[src/rtl/pe_pkg.sv]
package pe_pkg;

  localparam int PHASE_W = 2;

  typedef enum logic [1:0] {
    RATE_HALF           = 2'd0,
    RATE_TWO_THIRDS     = 2'd1,
    RATE_THREE_QUARTERS = 2'd2,
    RATE_HALF_SPARE     = 2'd3
  } rate_e;

  typedef struct packed {
    logic clearState;
    logic shiftIn;
    logic emitA;
    logic emitB;
    logic keepA;
    logic keepB;
  } ctrlStrobes_t;

  // bit 1: keep branch A, bit 0: keep branch B
  function automatic logic [1:0] peKeep(rate_e r, logic [PHASE_W-1:0] ph);
    logic [1:0] m;
    case (r)
      RATE_TWO_THIRDS:     m = (ph == '0) ? 2'b11 : 2'b10;
      RATE_THREE_QUARTERS: begin
        case (ph)
          2'd0:    m = 2'b11;
          2'd1:    m = 2'b10;
          default: m = 2'b01;
        endcase
      end
      default:             m = 2'b11;
    endcase
    return m;
  endfunction

  function automatic logic [PHASE_W-1:0] peLastPhase(rate_e r);
    logic [PHASE_W-1:0] l;
    case (r)
      RATE_TWO_THIRDS:     l = PHASE_W'(1);
      RATE_THREE_QUARTERS: l = PHASE_W'(2);
      default:             l = '0;
    endcase
    return l;
  endfunction

endpackage

[src/rtl/peParity.sv]
module peParity #(
  parameter int CONSTRAINT_LEN = 7,
  parameter logic [CONSTRAINT_LEN-1:0] POLY = 7'o133
) (
  input  logic [CONSTRAINT_LEN-1:0] window,
  output logic                      parity
);
  logic [CONSTRAINT_LEN-1:0] tapped;

  always_comb begin
    tapped = window & POLY;
    parity = ^tapped;
  end
endmodule

[src/rtl/peDatapath.sv]
module peDatapath
  import pe_pkg::*;
#(
  parameter int CONSTRAINT_LEN = 7,
  parameter logic [CONSTRAINT_LEN-1:0] GEN_A = 7'o133,
  parameter logic [CONSTRAINT_LEN-1:0] GEN_B = 7'o171
) (
  input  logic         clk,
  input  logic         rst,
  input  ctrlStrobes_t strobes,
  input  logic         dataIn,
  output logic         codeOut,
  output logic         codeValid
);
  localparam int MEM_LEN    = CONSTRAINT_LEN - 1;
  localparam int NUM_BRANCH = 2;

  // hist[MEM_LEN-1] is the newest stored bit, hist[0] the oldest
  logic [MEM_LEN-1:0]        hist;
  logic [CONSTRAINT_LEN-1:0] window;
  logic [NUM_BRANCH-1:0]     branchBit;
  logic [NUM_BRANCH-1:0]     codeReg;   // bit 1: A, bit 0: B

  assign window = {dataIn, hist};

  for (genvar g = 0; g < NUM_BRANCH; g++) begin : g_branch
    localparam logic [CONSTRAINT_LEN-1:0] POLY = (g == 0) ? GEN_A : GEN_B;
    peParity #(
      .CONSTRAINT_LEN(CONSTRAINT_LEN),
      .POLY          (POLY)
    ) parity_i (
      .window(window),
      .parity(branchBit[NUM_BRANCH-1-g])
    );
  end

  always_ff @(posedge clk) begin
    if (rst || strobes.clearState) begin
      hist    <= '0;
      codeReg <= '0;
    end else if (strobes.shiftIn) begin
      hist    <= {dataIn, hist[MEM_LEN-1:1]};
      codeReg <= branchBit;
    end
  end

  always_comb begin
    codeValid = (strobes.emitA & strobes.keepA) | (strobes.emitB & strobes.keepB);
    codeOut   = codeValid & (strobes.emitA ? codeReg[1] : codeReg[0]);
  end
endmodule

[src/rtl/peControl.sv]
module peControl
  import pe_pkg::*;
(
  input  logic         clk,
  input  logic         rst,
  input  logic         start,
  input  logic         dataValid,
  input  logic [1:0]   rateSel,
  output ctrlStrobes_t strobes
);
  rate_e              rateReg;
  logic [PHASE_W-1:0] phase;
  logic               slotA;
  logic               slotB;
  logic               keepAReg;
  logic               keepBReg;
  logic [1:0]         keepNow;
  logic               accept;

  always_comb begin
    keepNow = peKeep(rateReg, phase);
    accept  = dataValid & ~start;
  end

  always_ff @(posedge clk) begin
    if (rst) begin
      rateReg  <= RATE_HALF;
      phase    <= '0;
      slotA    <= 1'b0;
      slotB    <= 1'b0;
      keepAReg <= 1'b0;
      keepBReg <= 1'b0;
    end else if (start) begin
      rateReg  <= rate_e'(rateSel);
      phase    <= '0;
      slotA    <= 1'b0;
      slotB    <= 1'b0;
      keepAReg <= 1'b0;
      keepBReg <= 1'b0;
    end else begin
      slotA <= accept;
      slotB <= slotA;
      if (accept) begin
        keepAReg <= keepNow[1];
        keepBReg <= keepNow[0];
        phase    <= (phase == peLastPhase(rateReg)) ? '0 : phase + PHASE_W'(1);
      end
    end
  end

  always_comb begin
    strobes.clearState = start;
    strobes.shiftIn    = accept;
    strobes.emitA      = slotA;
    strobes.emitB      = slotB & ~slotA;
    strobes.keepA      = keepAReg;
    strobes.keepB      = keepBReg;
  end
endmodule

[src/rtl/convPunctEncoder.sv]
module convPunctEncoder
  import pe_pkg::*;
#(
  parameter int CONSTRAINT_LEN = 7,
  parameter logic [CONSTRAINT_LEN-1:0] GEN_A = 7'o133,
  parameter logic [CONSTRAINT_LEN-1:0] GEN_B = 7'o171
) (
  input  logic       clk,
  input  logic       rst,
  input  logic       start,
  input  logic       dataIn,
  input  logic       dataValid,
  input  logic [1:0] rateSel,
  output logic       codeOut,
  output logic       codeValid
);
  ctrlStrobes_t strobes;

  peControl control_i (
    .clk      (clk),
    .rst      (rst),
    .start    (start),
    .dataValid(dataValid),
    .rateSel  (rateSel),
    .strobes  (strobes)
  );

  peDatapath #(
    .CONSTRAINT_LEN(CONSTRAINT_LEN),
    .GEN_A         (GEN_A),
    .GEN_B         (GEN_B)
  ) datapath_i (
    .clk      (clk),
    .rst      (rst),
    .strobes  (strobes),
    .dataIn   (dataIn),
    .codeOut  (codeOut),
    .codeValid(codeValid)
  );
endmodule

[config.mk]
export PLATFORM = sky130hd
export DESIGN_NAME = convPunctEncoder
export DESIGN_NICKNAME = d
export VERILOG_FILES = /design/src/rtl/pe_pkg.sv /design/src/rtl/peParity.sv /design/src/rtl/peDatapath.sv /design/src/rtl/peControl.sv /design/src/rtl/convPunctEncoder.sv
export SDC_FILE = /design/constraint.sdc
export NUM_CORES = 1
export LEC_CHECK = 0
export BUFFER_PORTS_ARGS = -buffer_cell sky130_fd_sc_hd__buf_2
export CORE_ASPECT_RATIO = 1.4
export CORE_MARGIN = 1
export CORE_UTILIZATION = 35
export CTS_BUF_LIST = sky130_fd_sc_hd__clkbuf_8 sky130_fd_sc_hd__clkbuf_16
export DETAILED_ROUTE_END_ITERATION = 8
export PLACE_DENSITY_LB_ADDON = 0.05
export SYNTH_ARGS = -nofsm -noshare
export SYNTH_HDL_FRONTEND = slang
export SYNTH_HIERARCHICAL = 1
export SYNTH_SLANG_ARGS = --single-unit
[constraint.sdc]
create_clock -name clk -period 2.35 [get_ports clk]
set_input_delay 0 -clock clk [delete_from_list [all_inputs] [get_ports clk]]
set_output_delay 0 -clock clk [all_outputs]
set_load 0.01 [all_outputs]
After elaboration in Yosys (flattened, before gate mapping)
Cells that the tools add are included.
{ "word_totals": {"ff_bits": 16, "input_bits": 7, "wordCells": 35} }
{ "op_classes": {"addsub": 1, "n_eq_ne": 4, "n_mux": 9, "n_bitwise": 8, "reduce_logical": 5} }
{ "ops": {"columns": ["op", "n"], "rows": [
  ["$reduce_xor 7->1", 2],
  ["$pmux 2 s2", 3],
  ["$mux 2", 4],
  ["$and 1x1->1", 5],
  ["$eq 2x1->1 const B", 2],
  ["$add 2x1->2 const B", 1],
  ["$eq 2x2->1", 1],
  ["$eq 2x2->1 const B", 1],
  ["$logic_not 2->1", 1],
  ["$mux 1", 2],
  ["$not 1->1", 2],
  ["$reduce_or 2->1", 1],
  ["$logic_or 1x1->1", 1],
  ["$or 1x1->1", 1]
]} }

Logic depth before layout (Yosys ltp)
{ "depth": {"word_depth": 7, "depth_mapped": 6, "ltp_nobuf": 5} }

By module
The synthesis kept the hierarchy.
{ "modules_own_cells": {"columns": ["module", "instances", "cells_each", "area_per_inst_um2"], "rows": [
  ["peControl", 1, 49, 466.7],
  ["peDatapath", 1, 32, 326.6],
  ["peParity", 2, 3, 40.0]
]} }

Least setup slack after synthesis
Ideal clock, no wire load.
{ "synth_timing": {"path_kind": "register -> register", "start": "reg control_i.rateReg[0]", "end": "reg control_i.keepBReg", "setup_ns": 0.123, "t_arrival_ns": 1.090, "slack_ns": 1.137, "path_stages_with_launch": 5, "path_cell_list": "dfxtp_1 -> inv_1 -> ha_1 -> a2111oi_4 -> nor2_1"} }
{ "synth_via": {"elab_chain_cells": 2, "elab_cells_between_ends": 3} }
{ "synth_rtl": {"columns": ["element", "line_no", "rtl"], "rows": [
  ["start, declared", "peControl.sv:11", "rate_e rateReg;"],
  ["start signal, assigned", "peControl.sv:34", "rateReg <= rate_e'(rateSel);"],
  ["$eq 2x2->1 or $eq 2x1->1 (tied branches)", "pe_pkg.sv:24", "case (r)"],
  ["$pmux 2 s2 (*)", "pe_pkg.sv:24", null],
  ["end signal, assigned", "peControl.sv:45", "keepBReg <= keepNow[0];"],
  ["end, declared", "peControl.sv:16", "logic keepBReg;"]
]} }
Every way passes the cells marked *; elsewhere a longest branch is shown, timed or not.
A chain may end at the register's enable or synchronous reset.

Worst setup path in the final report
Same ends and word-level chain as after synthesis.

==> summary.md <==
| Metric | Value |
|---|---|
| Num rows | `21` |
| Launch point of the worst reg-to-reg path | `control_i/rateReg[0]` |
| Multi-input logic area | `478 um^2` |
| Worst hold endpoint | `control_i/slotA` |
| Initial antenna violation count | `0` |
| Part of the Yosys area used for sequential elements | `0.367` |
| Pre-CTS setup slack | `1.07 ns` |
| Final setup vio count | `0` |
| Core Util, Final | `0.401` |
| Post-Route WL | `1530 um` |
| Diode count | `0` |
| Largest cells by area after synthesis | `dfxtp_1 (37%), mux2i_1 (11%), ha_1 (7.2%)` |
| Slowest library cell on the worst path | `dfxtp_1` |
| Post-Syn Area | `873 um^2` |
| CP required | `2.48 ns` |
| Final nets | `107` |
| HP Class | `in2reg` |
| Power Density | `578 nW/um^2` |
| DR iter-0 viols | `9` |
| CORE AREA | `2360 um^2` |
| Routed wire per std cell | `13.2 um` |
| Cell Chain, Critical Path | `inv_1, ha_1, a2111oi_4, nor2_1` |
| Largest stage delay, worst path | `0.38 ns` |
| Final min period | `1.30 ns` |
| Avg Cell Area, Syn | `10.0 um^2` |
| Worst R2R Path Depth | `4` |
| Worst reg2reg setup slack | `1.05 ns` |
| Total of max-cap violations | `0` |
| Leakage power total | `0.401 nW` |
| Pwr Total | `0.548 mW` |
| Skew final | `0.00258 ns` |
| Fin area | `947 um^2` |
| Final Wtd Congestion | `0.696` |
| Ports | `9` |
| Number of buffers and inverters on the critical path | `1` |
| Violated checks | `negative hold slack` |
| DP HPWL | `1180 um` |
| Post-Syn Instances | `87` |
| CP Max Fanout | `4` |
| Sequential standard cell area | `320 um^2` |
| Top-area cell type share of the netlist area | `0.367` |
| Vias in the first global route | `593` |
| Placed instance area | `886 um^2` |
| Setup CP Type | `reg2reg` |
| Die Height | `61.1 um` |
| Maximum VDD drop | `0.294 mV` |
| Die area | `2700 um^2` |
| Hold Path Stages | `2` |
| Most common cell after layout, fill and taps aside | `dfxtp_1` |
| Clk_lat worst skew | `0.24 ns` |
| Global-route wire length before repair | `2590 um` |
| CP startpoint kind | `register` |
| Worst reg2reg endpoint | `control_i/keepBReg` |
| Clock tree buffer depth | `2` |
| Fmax achieved | `0.767 GHz` |
| Post-route ant nets | `0` |
| Hold_sp | `rst` |
| Setup WS post-layout | `1.05 ns` |
| Area grow syn2layout | `8.45%` |
| Drt via density | `4.97` |
| Period utilisation layout | `0.554` |
| Root Buffer | `clkbuf_8` |
| TritonCTS buffer count | `3` |
| Pre-antenna DRT Iters | `5` |
| I/O Buffers | `8` |
| Distinct cells, synth | `26` |
| Gr ovfl total | `0` |
| Initial Util | `0.369` |
| Most frequent cells in the layout | `dfxtp_1 (16), nor2_1 (13), mux2i_1 (10)` |
| WHS | `-0.000387 ns` |
| Largest net degree at the start of global routing | `9` |
| Final Slew Violations | `0` |
| Worst Path Arrival | `1.43 ns` |
| Die width | `44.2 um` |
| CTS tree | `yes` |
| Clock sink count | `16` |
| Worst slew pin tran | `0.399 ns` |
| Fin. Hold Viols | `1` |
| Yosys top cell by area | `dfxtp_1` |
| Number of H-tree levels | `1` |
| Slew HR | `0.734` |
| Number of setup buffers added after CTS | `0` |
| TNS Setup | `0 ns` |
| Total vias in the final route | `577` |
| Fill count | `250` |
| Post-route insts no fill | `116` |
| Ys Warns | `6` |
| Layout cells sized above 1 | `0.140` |
| CP delay by family, top | `flip-flops` |
| Outcome | `finished, violations left` |
| Crit. End Element | `register` |
| # DRC | `0` |
| Clock slew at reported path FFs | `0.06 ns` |
| Placed Cells incl. Taps | `111` |
| Overall routing resource usage | `0.133` |
| Synth Register Bits | `16` |
| Synthesized Nets | `99` |
| RSZ-0062 raised after global routing | `no` |
synthesized netlist by cell type:
cell type and instances:
dfxtp_1 16, nor2b_1 2, nand2_1 1, nand2b_4 1
a2111oi_4 1, ha_1 5, nor3_1 1, and2_1 1
inv_1 5, xor2_1 4, xnor2_1 2, nor2_1 13
mux2i_1 10, o2111ai_1 1, nand3_1 1, o21ai_0 5
o41ai_1 1, buf_6 1, o211ai_1 1, nand4b_1 1
a22o_1 1, buf_4 6, xnor3_1 2, a21oi_1 3
nand2b_1 1, or2_1 1
where the power goes:
group	leakage, nW	switching [mW]	internal, mW
registers	0.130	0.00586	0.278
clock network	0.0216	0.0893	0.113
logic	0.249	0.0332	0.0280
state kept, by name (all words and copies together) (netlist names):
register	flops
control_i/slotB	1
control_i/keepAReg	1
control_i/slotA	1
control_i/rateReg	2
datapath_i/codeReg	2
control_i/phase	2
datapath_i/hist	6
control_i/keepBReg	1
cell type report:
class | instances | area share
clock buffers | 3 | 0.0436
flip-flops and latches | 16 | 0.338
inverters | 5 | 0.0198
repair buffers | 10 | 0.0634
well taps | 23 | 0.0304
multi-input cells | 59 | 0.505
per-layer routing:
layer / share of wire / track usage / vias to the layer above
met5: 0 / 0 / -
met3: 0.018 / 0.0264 / 2
met1: 0.43 / 0.142 / 265
li1: - / - / 304
met2: 0.53 / 0.242 / 6
met4: 0.013 / 0.0779 / 0
cell families (layout without fill, tap and decap cells):
group / after synthesis / after routing / synth area share
AO/OA/AOI/OAI: 13 / 13 / 0.116
AND/OR/NAND/NOR: 23 / 23 / 0.133
XOR/XNOR: 8 / 8 / 0.112
buffers and inverters: 12 / 18 / 0.0860
adder cells (fa/ha/maj): 5 / 5 / 0.0716
flip-flops: 16 / 16 / 0.367
multiplexers: 10 / 10 / 0.115
worst max-delay path by stage:
stage	from	endpoint	slack [ns]	depth (start not counted)
5_1_grt	datapath_i/hist[3]	datapath_i/codeReg[0]	0.95	4
4_1_cts	control_i/rateReg[0]	control_i/keepBReg	1.05	4
3_5_place_dp	control_i/rateReg[0]	control_i/keepBReg	1.07	4
2_1_floorplan	control_i/rateReg[0]	control_i/keepBReg	1.14	4
6_report	control_i/rateReg[0]	control_i/keepBReg	1.05	4
3_3_place_gp	datapath_i/hist[3]	datapath_i/codeReg[0]	1.10	4
what timing repair did:
action                                 4_1_cts  5_1_grt
hold buffers                                 2        0
endpoints found under the hold margin        2        0
resized for setup                            0        0
No activity file was read; power rests on OpenSTA's default activity.
